--- config.mk ---
export PLATFORM = sky130hd
export DESIGN_NAME = ctx_restore_seq
export DESIGN_NICKNAME = d
export VERILOG_FILES = /design/src/rtl/ctx_restore_pkg.sv /design/src/rtl/ctx_ea_check.sv /design/src/rtl/ctx_xfer_counter.sv /design/src/rtl/ctx_restore_seq.sv
export SDC_FILE = /design/constraint.sdc
export NUM_CORES = 1
export LEC_CHECK = 0
export ABC_AREA = 1
export BUFFER_PORTS_ARGS = -buffer_cell sky130_fd_sc_hd__buf_2
export CORE_MARGIN = 3
export CORE_UTILIZATION = 26
export DETAILED_ROUTE_END_ITERATION = 16
export PLACE_DENSITY = 0.5
export SLEW_MARGIN = 15
export SYNTH_ARGS = -nofsm -noshare
export SYNTH_HDL_FRONTEND = slang
export SYNTH_SLANG_ARGS = --single-unit
--- constraint.sdc ---
create_clock -name clk -period 1.9 [get_ports clk]
set_input_delay 0.095 -clock clk [delete_from_list [all_inputs] [get_ports clk]]
set_output_delay 0.095 -clock clk [all_outputs]
set_load 0.02 [all_outputs]
--- src/rtl/ctx_restore_pkg.sv ---
package ctx_restore_pkg;

    typedef enum logic [2:0] {
        ST_IDLE,
        ST_FETCH,
        ST_WR_RST,
        ST_RD_RST,
        ST_ABORT,
        ST_XFER_RD,
        ST_XFER_WR,
        ST_FINISH
    } seq_state_e;

    localparam logic [1:0] SEL_RESTORE = 2'd0;
    localparam logic [1:0] SEL_CONTROL = 2'd1;
    localparam logic [1:0] SEL_OPERAND = 2'd2;

endpackage

--- src/rtl/ctx_ea_check.sv ---
module ctx_ea_check #(
    parameter int ADDR_W  = 32,
    parameter int MAX_EXT = 5,
    parameter int EXT_W   = 3
) (
    input  logic [5:0]        ea_mode,
    input  logic [EXT_W-1:0]  ext_cnt,
    input  logic [ADDR_W-1:0] pc_in,
    output logic              ea_ok,
    output logic [ADDR_W-1:0] pc_next
);
    logic mode_ok;

    always_comb begin
        unique case (ea_mode[5:3])
            3'b010, 3'b011, 3'b101, 3'b110: mode_ok = 1'b1;
            3'b111:                         mode_ok = (ea_mode[2:0] <= 3'd3);
            default:                        mode_ok = 1'b0;
        endcase
    end

    assign ea_ok   = mode_ok && (int'(ext_cnt) <= MAX_EXT);
    assign pc_next = pc_in + ADDR_W'(2) + (ADDR_W'(ext_cnt) << 1);
endmodule

--- src/rtl/ctx_xfer_counter.sv ---
module ctx_xfer_counter #(
    parameter int LEN_W = 8,
    parameter int BYTES = 4
) (
    input  logic             clk,
    input  logic             rst_n,
    input  logic             load,
    input  logic [LEN_W-1:0] len,
    input  logic             dec,
    output logic             cnt_zero,
    output logic             cnt_last
);
    localparam int SHIFT = $clog2(BYTES);
    localparam int CNT_W = LEN_W - SHIFT + 1;

    logic [CNT_W-1:0] cnt_d, cnt_q;
    logic [LEN_W:0]   rounded;

    always_comb begin
        rounded = {1'b0, len} + (LEN_W+1)'(BYTES - 1);
        cnt_d   = cnt_q;
        if (load) begin
            cnt_d = CNT_W'(rounded >> SHIFT);
        end else if (dec && cnt_q != '0) begin
            cnt_d = cnt_q - CNT_W'(1);
        end
    end

    always_ff @(posedge clk or negedge rst_n) begin
        if (!rst_n) cnt_q <= '0;
        else        cnt_q <= cnt_d;
    end

    assign cnt_zero = (cnt_q == '0);
    assign cnt_last = (cnt_q == CNT_W'(1));
endmodule

--- src/rtl/ctx_restore_seq.sv ---
module ctx_restore_seq
    import ctx_restore_pkg::*;
#(
    parameter int          ADDR_W       = 32,
    parameter int          DATA_W       = 32,
    parameter int          LEN_W        = 8,
    parameter int          MAX_EXT      = 5,
    parameter logic [7:0]  CODE_INVALID = 8'h02,
    parameter logic [7:0]  CODE_EMPTY   = 8'h00
) (
    input  logic              clk,
    input  logic              rst_n,
    input  logic              start,
    input  logic [5:0]        ea_mode,
    input  logic [2:0]        ext_cnt,
    input  logic [ADDR_W-1:0] ea_addr,
    input  logic [ADDR_W-1:0] pc_in,
    output logic [ADDR_W-1:0] pc_out,
    output logic              busy,
    output logic              done,
    output logic              fmt_err,
    output logic              emu_exc,
    output logic              mem_req,
    output logic [ADDR_W-1:0] mem_addr,
    input  logic [DATA_W-1:0] mem_rdata,
    input  logic              mem_ack,
    output logic              rb_req,
    output logic              rb_we,
    output logic [1:0]        rb_sel,
    output logic [DATA_W-1:0] rb_wdata,
    input  logic [DATA_W-1:0] rb_rdata,
    input  logic              rb_ack
);
    localparam int BYTES = DATA_W / 8;
    localparam int FMT_W = 16;

    typedef struct packed {
        seq_state_e         st;
        logic [ADDR_W-1:0]  addr;
        logic [FMT_W-1:0]   fmt;
        logic [DATA_W-1:0]  data;
        logic               err;
        logic               emu;
        logic [ADDR_W-1:0]  pc;
    } seq_regs_t;

    seq_regs_t r_d, r_q;

    logic              ea_ok;
    logic [ADDR_W-1:0] pc_next;
    logic              cnt_load, cnt_dec, cnt_zero, cnt_last;
    logic [7:0]        resp_code;

    ctx_ea_check #(
        .ADDR_W (ADDR_W),
        .MAX_EXT(MAX_EXT),
        .EXT_W  (3)
    ) u_ea (
        .ea_mode(ea_mode),
        .ext_cnt(ext_cnt),
        .pc_in  (pc_in),
        .ea_ok  (ea_ok),
        .pc_next(pc_next)
    );

    ctx_xfer_counter #(
        .LEN_W(LEN_W),
        .BYTES(BYTES)
    ) u_cnt (
        .clk     (clk),
        .rst_n   (rst_n),
        .load    (cnt_load),
        .len     (mem_rdata[LEN_W-1:0]),
        .dec     (cnt_dec),
        .cnt_zero(cnt_zero),
        .cnt_last(cnt_last)
    );

    assign resp_code = rb_rdata[15:8];

    always_comb begin
        r_d      = r_q;
        r_d.emu  = 1'b0;
        cnt_load = 1'b0;
        cnt_dec  = 1'b0;
        unique case (r_q.st)
            ST_IDLE: begin
                if (start) begin
                    if (ea_ok) begin
                        r_d.st   = ST_FETCH;
                        r_d.addr = ea_addr;
                        r_d.pc   = pc_next;
                        r_d.err  = 1'b0;
                    end else begin
                        r_d.emu = 1'b1;
                    end
                end
            end
            ST_FETCH: begin
                if (mem_ack) begin
                    r_d.fmt  = mem_rdata[FMT_W-1:0];
                    r_d.addr = r_q.addr + ADDR_W'(BYTES);
                    cnt_load = 1'b1;
                    r_d.st   = ST_WR_RST;
                end
            end
            ST_WR_RST: begin
                if (rb_ack) r_d.st = ST_RD_RST;
            end
            ST_RD_RST: begin
                if (rb_ack) begin
                    if (resp_code == CODE_INVALID) begin
                        r_d.st = ST_ABORT;
                    end else if (resp_code == CODE_EMPTY || cnt_zero) begin
                        r_d.st = ST_FINISH;
                    end else begin
                        r_d.st = ST_XFER_RD;
                    end
                end
            end
            ST_ABORT: begin
                if (rb_ack) begin
                    r_d.err = 1'b1;
                    r_d.st  = ST_FINISH;
                end
            end
            ST_XFER_RD: begin
                if (mem_ack) begin
                    r_d.data = mem_rdata;
                    r_d.addr = r_q.addr + ADDR_W'(BYTES);
                    r_d.st   = ST_XFER_WR;
                end
            end
            ST_XFER_WR: begin
                if (rb_ack) begin
                    cnt_dec = 1'b1;
                    r_d.st  = cnt_last ? ST_FINISH : ST_XFER_RD;
                end
            end
            ST_FINISH: begin
                r_d.st = ST_IDLE;
            end
            default: r_d.st = ST_IDLE;
        endcase
    end

    always_ff @(posedge clk or negedge rst_n) begin
        if (!rst_n) begin
            r_q <= '{st: ST_IDLE, default: '0};
        end else begin
            r_q <= r_d;
        end
    end

    always_comb begin
        mem_req  = (r_q.st == ST_FETCH) || (r_q.st == ST_XFER_RD);
        mem_addr = r_q.addr;
        rb_req   = 1'b0;
        rb_we    = 1'b1;
        rb_sel   = SEL_RESTORE;
        rb_wdata = '0;
        unique case (r_q.st)
            ST_WR_RST: begin
                rb_req   = 1'b1;
                rb_wdata = DATA_W'(r_q.fmt);
            end
            ST_RD_RST: begin
                rb_req = 1'b1;
                rb_we  = 1'b0;
            end
            ST_ABORT: begin
                rb_req   = 1'b1;
                rb_sel   = SEL_CONTROL;
                rb_wdata = DATA_W'(1);
            end
            ST_XFER_WR: begin
                rb_req   = 1'b1;
                rb_sel   = SEL_OPERAND;
                rb_wdata = r_q.data;
            end
            default: ;
        endcase
    end

    assign busy    = (r_q.st != ST_IDLE);
    assign done    = (r_q.st == ST_FINISH);
    assign fmt_err = done && r_q.err;
    assign emu_exc = r_q.emu;
    assign pc_out  = r_q.pc;
endmodule

==> results.sh <==
export IMPL_post_place_cells=1733
export IMPL_cpPeakStageDelay_ns=0.43
export IMPL_ios=247
export IMPL_cp_slowest_cell="dfrtp_2"
export IMPL_worst_slack_ns=0.0264
export IMPL_end_kind="primary output"
export IMPL_gp_congestion=0.882
export IMPL_post_route_period_util=0.986
export IMPL_p_leak_nw=5.53
export IMPL_critPathKind="register to primary output"
export IMPL_seqPwrFrac=0.313
export IMPL_die_w_um=182
export IMPL_slew_viol_final=0
export IMPL_antenna_left=0
export IMPL_max_freq_mhz=534
export IMPL_synthDistinctLibCells=39
export IMPL_vias_per_cell=4.41
export IMPL_drv_cap=0
export IMPL_synth_cells=1174
export IMPL_total_power_mw=15.6
export IMPL_synth_most_common_cell="nand2_1"
export IMPL_port_buffers=220
export IMPL_synth_area_leaders="dfrtp_1 39%, nand2_1 16%, nor2_1 8.0%, buf_4 6.4%, inv_1 6.2%"
export IMPL_fp_dieH_um=182
export IMPL_fin_util=0.365
export IMPL_antenna_found_initial=1
export IMPL_crit_path_cell_trace="inv_4 > nand2_4 > nor2_4 > buf_6 > clkinvlp_4 > buf_12 > nor2_1 > buf_4"
export IMPL_clkPwrFrac=0.208
export IMPL_placed_area_mm2=0.00942
export IMPL_cp_start_kind="register"
export IMPL_drt_iter0_drc=451
export IMPL_cts_tree="done"
export IMPL_coreArea_mm2=0.0301
export IMPL_n_antenna_cell=0
export IMPL_postLayoutCellArea_mm2=0.0110
export IMPL_status="completed"
export IMPL_netlist_area_mm2=0.00805
export IMPL_synth_commonest_cells="343 x nand2_1, 171 x nor2_1, 134 x inv_1, 124 x dfrtp_1, 72 x o21ai_0"
export IMPL_grt_total_usage=0.158
export IMPL_ys_seq_area_frac=0.385
export IMPL_synth_top_area_frac=0.385
export IMPL_grt_overflow_total=0
export IMPL_critPathMaxFanout=16
export IMPL_dp_hpwl_um=19300
export IMPL_grt_max_degree=50
export IMPL_switching_share=0.456
export IMPL_layout_cells_non_filler=1847
export IMPL_yosys_register_bits=124
export IMPL_clk_latency_ns=0.43
export IMPL_synth_edf_count=0
export IMPL_grt_setup_unrepaired="true"
export IMPL_syn_nets=1327
export IMPL_rows=63
export IMPL_yosys_area_top_type="dfrtp_1"
export IMPL_nets=1597
export IMPL_cts_buffers=17
export IMPL_p_sw_mw=7.12
export IMPL_async_flop_share=1.00
export IMPL_holdCritPathClass="input pin to register"
export IMPL_place_ws_ns=-0.273
export IMPL_powerDensity_mw_per_mm2=1420
export IMPL_irDropWorstVdd_mv=0.920
export IMPL_setup_violations=0
export IMPL_cts_buffer_depth=2
export IMPL_worst_ep_arrival_time_ns=1.78
export IMPL_crit_required_ns=1.80
export IMPL_slew_headroom=0.653
export IMPL_cellInternalPower_mw=8.51
export IMPL_skew_ns=0.0149
export IMPL_drtPass1Iterations=5
export IMPL_start_util=0.267
export IMPL_drt_wl_total_um=26100
export IMPL_grt_pass1_vias=8022
export IMPL_syn_avg_cell_area_um2=6.86
export IMPL_hold_viol=0
export IMPL_clkSinkCount=124
export IMPL_areaGrowthSynthToFinish_pct=36.5
export IMPL_ys_flop_type="dfrtp_1"
export IMPL_dieArea_mm2=0.0331
export IMPL_post_drt_wl_per_cell_um=14.2
export IMPL_tightest_slew_ns=0.516
export IMPL_vias=8154
export IMPL_grt_pass1_wl_um=42200
export IMPL_htreeDepth=4
export IMPL_path_clk_slew_ns=0.06
export IMPL_yosys_warnings=0
export IMPL_remaining_drc_errors=0
export IMPL_fin_crit_ns=1.87
export IMPL_fin_setup_tns_ns=0
export IMPL_pwr_share_comb=0.479
export IMPL_drive_gt1_frac=0.248
export IMPL_cts_root_buffer="clkbuf_16"
export IMPL_whs_ns=0.0222
## cells by family (layout without fill, tap and decap cells)
kind of cell	count (synthesis)	count (layout)	synth area share
DFF	124	124	0.385
muxes	8	8	0.0112
adders and majority gates	11	11	0.0180
xor gates and xnor gates	22	22	0.0239
and+or+nand+nor	607	607	0.307
buffers and inverters	241	524	0.148
AOI/OAI and AO/OA	161	161	0.107
## per-layer routing
| metal | vias up | share of wire | wire, um | global-route usage |
|---|---|---|---|---|
| met5 | - | 0.00050 | 13 | 0 |
| met4 | 2 | 0.017 | 436 | 0.0445 |
| met3 | 25 | 0.051 | 1340 | 0.0367 |
| met2 | 178 | 0.45 | 11900 | 0.253 |
| met1 | 3797 | 0.48 | 12500 | 0.213 |
| li1 | 4152 | - | - | - |
## timing repair
action / 4_1_cts / 5_1_grt
pin swaps: 1 / 3
setup buffers: 8 / 8
endpoints found under the setup margin: 33 / 43
hold endpoints to repair: 125 / 0
hold buffers: 66 / 0
resized for setup: 33 / 42
## layout by cell type, fill, tap and decap left out, drive strengths merged
master / Yosys / final
nand3b: 6 / 6
nor3: 25 / 25
o21ai: 107 / 107
inv: 143 / 147
dlygate4sd3: 0 / 66
nand3: 50 / 50
o2bb2ai: 1 / 1
bufinv: 0 / 1
a22oi: 3 / 3
nand2: 345 / 345
nor4: 1 / 1
fa: 1 / 1
buf: 86 / 283
xor2: 18 / 18
clkinv: 0 / 2
o211ai: 3 / 3
or2: 3 / 3
dfrtp: 124 / 124
nor2: 171 / 171
o22ai: 2 / 2
nor3b: 1 / 1
clkbuf: 12 / 18
clkinvlp: 0 / 7
ha: 10 / 10
a32oi: 1 / 1
o21bai: 1 / 1
a21oi: 43 / 43
xnor2: 4 / 4
nand4: 5 / 5
mux2: 8 / 8
## sequential cells by signal, indices dropped and copies added, names as in the netlist
register	flops
r_q	52
mem_addr	32
pc_out	32
u_cnt.cnt_q	7
emu_exc	1
## power by group through the flow
| stage | registers (mW) | clock network, mW | logic, mW |
|---|---|---|---|
| after detailed placement | 4.92 | 0 | 7.10 |
| after floorplan | 4.59 | 0 | 5.74 |
| final | 4.89 | 3.25 | 7.50 |
| after global routing | 5.07 | 3.47 | 8.44 |
| after global placement | 4.92 | 0 | 7.02 |
| after CTS | 4.90 | 3.35 | 7.38 |
## area by class of cell
type                    count  area [um^2]
clock buffers              18          439
clock inverters            14          136
fillers                  3277        19100
inverters                 143          548
multi-input cells         809         3860
flip-flops and latches    124         3110
well taps                 390          488
repair buffers            349         2410
## worst paths after layout
| kind | startpoint | to | slack (ns) | cells after the start |
|---|---|---|---|---|
| setup / recovery | r_q[114] | rb_wdata[17] | 0.03 | 8 |
| hold / removal | pc_in[1] | pc_out[1] | 0.02 | 4 |
| setup reg to reg | r_q[115] | mem_addr[28] | 0.17 | 7 |
| hold reg to reg | pc_out[0] | pc_out[0] | 0.47 | 2 |
| max in group asynchronous | rst_n | r_q[116] | 1.06 | 3 |
| min in group asynchronous | rst_n | r_q[54] | 0.17 | 2 |
## worst max-delay path, delay by kind of cell (launching register included)
family	cells	cell delay [ns]
buffers and inverters	5	0.63
DFF	1	0.43
and+or+nand+nor	3	0.27
Power figures use the tool's default switching activity.
